$ cat src/rtl/edge_bank_pkg.sv
`timescale 1ns/1ps
package edge_bank_pkg;

  localparam int REG_W          = 32;
  localparam int MAX_CTRL_SLOTS = 16;
  localparam int MAX_MASK_SLOTS = 8;
  localparam int LANES_PER_CTRL = 16;
  localparam int LANES_PER_MASK = 32;
  localparam int MASK_BASE      = MAX_CTRL_SLOTS;
  localparam int SPACE_END      = MASK_BASE + MAX_MASK_SLOTS;
  localparam int MAX_LANES      = MAX_CTRL_SLOTS * LANES_PER_CTRL;

  typedef enum logic [1:0] {
    MODE_RISE = 2'b00,
    MODE_FALL = 2'b01,
    MODE_BOTH = 2'b10,
    MODE_RSVD = 2'b11
  } edge_mode_e;

  typedef struct packed {
    logic       is_ctrl;
    logic       is_mask;
    logic [3:0] slot;
  } slot_sel_t;

  // Edge decision for one lane from its previous and present sample.
  function automatic logic edge_hit(input logic [1:0] mode,
                                    input logic prev_s,
                                    input logic cur_s);
    logic hit;
    case (mode)
      MODE_RISE: hit = !prev_s &&  cur_s;
      MODE_FALL: hit =  prev_s && !cur_s;
      MODE_BOTH: hit =  prev_s !=  cur_s;
      default:   hit = 1'b0;
    endcase
    return hit;
  endfunction

  // Splits a word address into bank and slot.
  function automatic slot_sel_t decode_slot(input int unsigned word);
    slot_sel_t s;
    s = '0;
    if (word < MASK_BASE) begin
      s.is_ctrl = 1'b1;
      s.slot    = 4'(word);
    end else if (word < SPACE_END) begin
      s.is_mask = 1'b1;
      s.slot    = 4'(word - MASK_BASE);
    end
    return s;
  endfunction

  function automatic int ctrl_slot_of(input int lane);
    return lane / LANES_PER_CTRL;
  endfunction

  function automatic int ctrl_lsb_of(input int lane);
    return 2 * (lane % LANES_PER_CTRL);
  endfunction

  function automatic int mask_slot_of(input int lane);
    return lane / LANES_PER_MASK;
  endfunction

  function automatic int mask_bit_of(input int lane);
    return lane % LANES_PER_MASK;
  endfunction

endpackage

$ cat src/rtl/edge_cfg_regs.sv
`timescale 1ns/1ps
module edge_cfg_regs
  import edge_bank_pkg::*;
#(
  parameter int LANES     = 256,
  parameter int CTRL_REGS = 16,
  parameter int MASK_REGS = 8,
  parameter int ADDR_W    = 5
) (
  input  logic                clk,
  input  logic                rst_n,
  input  logic                reg_wr,
  input  logic                reg_rd,
  input  logic [ADDR_W-1:0]   reg_addr,
  input  logic [REG_W-1:0]    reg_wdata,
  output logic [REG_W-1:0]    reg_rdata,
  output logic [2*LANES-1:0]  lane_mode,
  output logic [LANES-1:0]    lane_mask,
  output logic                wr_ignored,
  output logic                rd_unimpl
);

  logic [REG_W-1:0] ctrl_q [CTRL_REGS];
  logic [REG_W-1:0] mask_q [MASK_REGS];
  slot_sel_t        sel;
  logic             ctrl_hit;
  logic             mask_hit;
  logic [REG_W-1:0] rd_word;

  always_comb begin
    sel      = decode_slot(32'(reg_addr));
    ctrl_hit = sel.is_ctrl && (int'(sel.slot) < CTRL_REGS);
    mask_hit = sel.is_mask && (int'(sel.slot) < MASK_REGS);
  end

  assign wr_ignored = reg_wr && !ctrl_hit && !mask_hit;
  assign rd_unimpl  = reg_rd && !ctrl_hit && !mask_hit;

  // Control slot storage.
  always_ff @(posedge clk or negedge rst_n) begin
    if (!rst_n) begin
      for (int s = 0; s < CTRL_REGS; s++) ctrl_q[s] <= '0;
    end else if (reg_wr && ctrl_hit) begin
      for (int s = 0; s < CTRL_REGS; s++)
        if (sel.slot == 4'(s)) ctrl_q[s] <= reg_wdata;
    end
  end

  // Mask slot storage.
  always_ff @(posedge clk or negedge rst_n) begin
    if (!rst_n) begin
      for (int s = 0; s < MASK_REGS; s++) mask_q[s] <= '0;
    end else if (reg_wr && mask_hit) begin
      for (int s = 0; s < MASK_REGS; s++)
        if (sel.slot == 4'(s)) mask_q[s] <= reg_wdata;
    end
  end

  // Readback select; non-existent slots yield zero.
  always_comb begin
    rd_word = '0;
    if (ctrl_hit) begin
      for (int s = 0; s < CTRL_REGS; s++)
        if (sel.slot == 4'(s)) rd_word = ctrl_q[s];
    end else if (mask_hit) begin
      for (int s = 0; s < MASK_REGS; s++)
        if (sel.slot == 4'(s)) rd_word = mask_q[s];
    end
  end

  always_ff @(posedge clk or negedge rst_n) begin
    if (!rst_n)      reg_rdata <= '0;
    else if (reg_rd) reg_rdata <= rd_word;
  end

  // Fan the slots out to per-lane mode and enable.
  for (genvar l = 0; l < LANES; l++) begin : g_lane
    localparam int CS = ctrl_slot_of(l);
    localparam int CB = ctrl_lsb_of(l);
    localparam int MS = mask_slot_of(l);
    localparam int MB = mask_bit_of(l);
    if (CS < CTRL_REGS) begin : g_mode
      assign lane_mode[2*l +: 2] = ctrl_q[CS][CB +: 2];
    end else begin : g_mode_none
      assign lane_mode[2*l +: 2] = MODE_RISE;
    end
    if (MS < MASK_REGS) begin : g_en
      assign lane_mask[l] = mask_q[MS][MB];
    end else begin : g_en_none
      assign lane_mask[l] = 1'b0;
    end
  end

endmodule

$ cat src/rtl/edge_lane_unit.sv
`timescale 1ns/1ps
module edge_lane_unit
  import edge_bank_pkg::*;
(
  input  logic       prev_s,
  input  logic       cur_s,
  input  logic [1:0] mode,
  input  logic       enable,
  output logic       hit
);

  assign hit = enable && edge_hit(mode, prev_s, cur_s);

endmodule

$ cat src/rtl/edge_detect_array.sv
`timescale 1ns/1ps
module edge_detect_array #(
  parameter int LANES = 256
) (
  input  logic               clk,
  input  logic               rst_n,
  input  logic [LANES-1:0]   lane_in,
  input  logic [2*LANES-1:0] lane_mode,
  input  logic [LANES-1:0]   lane_mask,
  output logic [LANES-1:0]   edge_evt,
  output logic               edge_any
);

  logic [LANES-1:0] prev_q;
  logic [LANES-1:0] hit_now;

  for (genvar l = 0; l < LANES; l++) begin : g_unit
    edge_lane_unit u_unit (
      .prev_s (prev_q[l]),
      .cur_s  (lane_in[l]),
      .mode   (lane_mode[2*l +: 2]),
      .enable (lane_mask[l]),
      .hit    (hit_now[l])
    );
  end

  always_ff @(posedge clk or negedge rst_n) begin
    if (!rst_n) begin
      prev_q   <= '0;
      edge_evt <= '0;
      edge_any <= 1'b0;
    end else begin
      prev_q   <= lane_in;
      edge_evt <= hit_now;
      edge_any <= |hit_now;
    end
  end

endmodule

$ cat src/rtl/edge_lane_bank.sv
`timescale 1ns/1ps
module edge_lane_bank
  import edge_bank_pkg::*;
#(
  parameter int LANES     = 256,
  parameter int CTRL_REGS = 16,
  parameter int MASK_REGS = 8,
  parameter int ADDR_W    = 5
) (
  input  logic              clk,
  input  logic              rst_n,
  input  logic [LANES-1:0]  lane_in,
  input  logic              reg_wr,
  input  logic              reg_rd,
  input  logic [ADDR_W-1:0] reg_addr,
  input  logic [31:0]       reg_wdata,
  output logic [31:0]       reg_rdata,
  output logic [LANES-1:0]  edge_evt,
  output logic              edge_any
);

  logic [2*LANES-1:0] lane_mode;
  logic [LANES-1:0]   lane_mask;
  logic               wr_ignored;
  logic               rd_unimpl;

  edge_cfg_regs #(
    .LANES     (LANES),
    .CTRL_REGS (CTRL_REGS),
    .MASK_REGS (MASK_REGS),
    .ADDR_W    (ADDR_W)
  ) u_regs (
    .clk        (clk),
    .rst_n      (rst_n),
    .reg_wr     (reg_wr),
    .reg_rd     (reg_rd),
    .reg_addr   (reg_addr),
    .reg_wdata  (reg_wdata),
    .reg_rdata  (reg_rdata),
    .lane_mode  (lane_mode),
    .lane_mask  (lane_mask),
    .wr_ignored (wr_ignored),
    .rd_unimpl  (rd_unimpl)
  );

  edge_detect_array #(
    .LANES (LANES)
  ) u_detect (
    .clk       (clk),
    .rst_n     (rst_n),
    .lane_in   (lane_in),
    .lane_mode (lane_mode),
    .lane_mask (lane_mask),
    .edge_evt  (edge_evt),
    .edge_any  (edge_any)
  );

endmodule

$ cat config.mk
export PLATFORM = sky130hd
export DESIGN_NAME = edge_lane_bank
export DESIGN_NICKNAME = d
export VERILOG_FILES = /design/src/rtl/edge_bank_pkg.sv /design/src/rtl/edge_cfg_regs.sv /design/src/rtl/edge_lane_unit.sv /design/src/rtl/edge_detect_array.sv /design/src/rtl/edge_lane_bank.sv
export SDC_FILE = /design/constraint.sdc
export NUM_CORES = 2
export LEC_CHECK = 0
export BUFFER_PORTS_ARGS = -buffer_cell sky130_fd_sc_hd__buf_2
export CELL_PAD_IN_SITES_DETAIL_PLACEMENT = 1
export CELL_PAD_IN_SITES_GLOBAL_PLACEMENT = 1
export CORE_MARGIN = 4
export CORE_UTILIZATION = 40
export DETAILED_ROUTE_END_ITERATION = 10
export GPL_TIMING_DRIVEN = 0
export PLACE_DENSITY_LB_ADDON = 0.1
export SLEW_MARGIN = 25
export SYNTH_ARGS = -nofsm -noshare
export SYNTH_HDL_FRONTEND = slang
export SYNTH_HIERARCHICAL = 1
export SYNTH_SLANG_ARGS = --single-unit
export TNS_END_PERCENT = 5
$ cat constraint.sdc
create_clock -name clk -period 1.75 [get_ports clk]
set_input_delay 0.35 -clock clk [delete_from_list [all_inputs] [get_ports clk]]
set_output_delay 0.35 -clock clk [all_outputs]
set_load 0.005 [all_outputs]
==> summary.txt <==
Clocking
  – Clock root buffer: clkbuf_16
  – Clock slew at reported path FFs: 0.07 ns
  – Max Root-Sink Buffers: 3
  – CTS Hold Bufs: 290
  – Skew-Pair Late Insertion Delay: 0.87 ns
  – CTS tree: yes
  – Clock Sinks: 1313
  – TritonCTS Buffers: 154
  – H-tree levels: 4

Place
  – DP Worst Slack: -2.51 ns
  – DPL Wire Length: 336 mm
  – PortBufs: 584
  – Routability congestion estimate: 1.09

Critical path
  – Worst Setup End Kind: flop
  – Crit-path slowest cell: nor4_4
  – Setup CP Type: flop to flop
  – Reg2reg start: u_regs/lane_mode[174]$_DFFE_PN0P_
  – R2R cell count: 6
  – Crit-path cells: mux2i_1 -> o21ai_1 -> nor4_1 -> nand4_1 -> nor4_4 -> nand4_1
  – FF-to-FF End: u_detect/edge_any$_DFF_PN0_
  – Most common cell on crit path: nand4_1
  – Worst Path Required: 2.45 ns
  – Setup crit start kind: flop
  – Crit-path max FO: 5
  – R2R Setup Slk: -1.27 ns
  – CP max stage delay: 0.64 ns
  – Cell family with most CP delay: simple AND/OR/NAND/NOR gates
  – Buffers & Inverters on Critical Path: 0
  – WP data arrival: 3.72 ns

Cells and area
  – Share of cells above drive strength 1: 35.9%
  – Total Nets Final: 7703
  – Final Util: 52.7%
  – Area Overhead vs Synth: 31.1%

Timing
  – Worst slew pin tran: 1.10 ns
  – Period utilization: 172%
  – Crit path time final: 3.02 ns
  – Fin. max-slew vios: 0
  – Setup TNS: -22.38 ns
  – Min Hold Slack: -0.632 ns
  – Final setup vio count: 273
  – Fin worst setup slack: -1.27 ns
  – Layout Skew: 0.0381 ns
  – Max-slew headroom: 26.0%
  – Final hold vios: 546
  – Fmax: 0.331 GHz
  – RSZ-0062 raised after global routing: true

Drt
  – Final antenna-violating net count: 0
  – DRC: 0
  – Vias: 60217
  – Drt first pass iters: 6
  – Iteration-0 DRC Markers: 8231
  – Drt total wl: 427 mm
  – Vias per inst: 6.46
  – Avg WL per Cell: 45.8 um

Floorplan
  – Rows: 151
  – Starting Density: 40.2%
  – IO Pins: 586
  – CORE AREA: 169000 um^2
  – Die area: 177000 um^2
  – Die Ht: 420 um
  – Die Wd: 420 um

Logic synthesis
  – Syn_area_per_cell: 11.8 um^2
  – Synth warnings: 6
  – Syn Nets: 6553
  – Mapped cell area: 68000 um^2
  – Cells after synthesis: 5744

Power and ir drop
  – VDD IR max: 1130 uV
  – Total Power: 95.9 mW
  – Power per Cell Area: 1070 nW/um^2
  – Leak: 41.9 nW

Global routing
  – First-pass GRT wire length: 557 mm
  – Vias in the first global route: 59424
  – Largest net degree at the start of global routing: 125
  – Residual overflow from global routing: 0
  – Global Route Usage Sum: 47.6%
  – Initial antenna violation count: 131

Flow run
  – Max Cap Violations: 0

Outcome
  – Failing checks: hold timing, setup timing
  – Status: finished, violations left

Hold path
  – Worst min-delay path class: primary input to async pin
==> power breakdown <==
part           total [mW]  switching (mW)  internal (mW)
clock network        34.8            14.7           20.1
logic                19.1            11.0           8.19
registers            42.0            7.89           34.1
total                95.9            33.5           62.3
==> worst max-delay path by stage <==
stage                                      startpoint                               end  slack, ns  cells after the start
floorplan                                 reg_addr[0]   u_regs/reg_rdata[5]$_DFFE_PN0P_      -0.16                      8
global placement                                rst_n  u_detect/edge_evt[208]$_DFF_PN0_     -30.13                      1
detailed placement                        reg_addr[0]  u_regs/reg_rdata[25]$_DFFE_PN0P_      -2.51                     11
CTS                     u_detect/prev_q[81]$_DFF_PN0_       u_detect/edge_any$_DFF_PN0_      -1.16                      9
global route          u_regs/lane_mode[0]$_DFFE_PN0P_       u_detect/edge_any$_DFF_PN0_      -1.20                      6
finish              u_regs/lane_mode[174]$_DFFE_PN0P_       u_detect/edge_any$_DFF_PN0_      -1.27                      6
==> stage by stage <==
step | instances | cell area, um^2
3_5_place_dp | 8624 | 76100
3_3_place_gp | 8546 | 74100
4_1_cts | 9236 | 88400
6_report | 9323 | 89200
5_1_grt | 9250 | 89000
2_1_floorplan | 5744 | 68400
==> repair_timing <==
action                     in CTS  in global routing
resized for setup             823                133
gates cloned                    0                  0
setup endpoints to repair     732                644
hold endpoints to repair     1102                453
buffers inserted               43                  1
pin swaps                     118                 56
==> sequential cells by signal, summed over array words and instances (netlist names) <==
name               count
u_detect/edge_any      1
u_detect/edge_evt    256
u_detect/prev_q      256
u_regs/lane_mask     256
u_regs/lane_mode     512
u_regs/reg_rdata      32
==> cell type report <==
cell class / count / area [um^2]
diodes: 86 / 215
fillers: 17309 / 80100
clock inverters: 66 / 986
clock buffers: 215 / 4380
flip-flops and latches: 1313 / 33000
repair buffers: 996 / 8240
plain buffers: 305 / 2510
well taps: 2218 / 2780
inverters: 531 / 2030
multi-input cells: 3593 / 35100
==> worst reg2reg max path: stages (launching register included) <==
cell	delay (ns)
dfrtp_1	0.57
mux2i_1	0.23
o21ai_1	0.16
nor4_1	0.63
nand4_1	0.41
nor4_4	0.65
nand4_1	0.21
==> metal layers <==
layer	up-vias	wire, um	GRT usage (%)
li1	23031	-	-
met1	31855	168000	62.1
met2	4190	174000	65.9
met3	1115	51900	17.4
met4	26	33500	31.6
met5	-	226	0
==> layout by cell type, fill, tap and decap left out, drive strengths merged, types with 18 or more instances in the layout <==
cell	instances
dfrtp	1313
buf	896
mux2	793
inv	530
ha	512
o21ai	432
clkbuf	330
dlygate4sd3	290
nand2b	284
mux2i	276
nand4bb	256
a21oi	190
nand2	112
nor2	99
diode	86
nor4	77
o221ai	70
a221oi	40
clkinv	38
a2bb2oi	34
o22ai	33
a22oi	27
nand3	25
nor2b	20
nand4	19
nor3	18
a211oi	18
(Power assumes the default switching activity.)
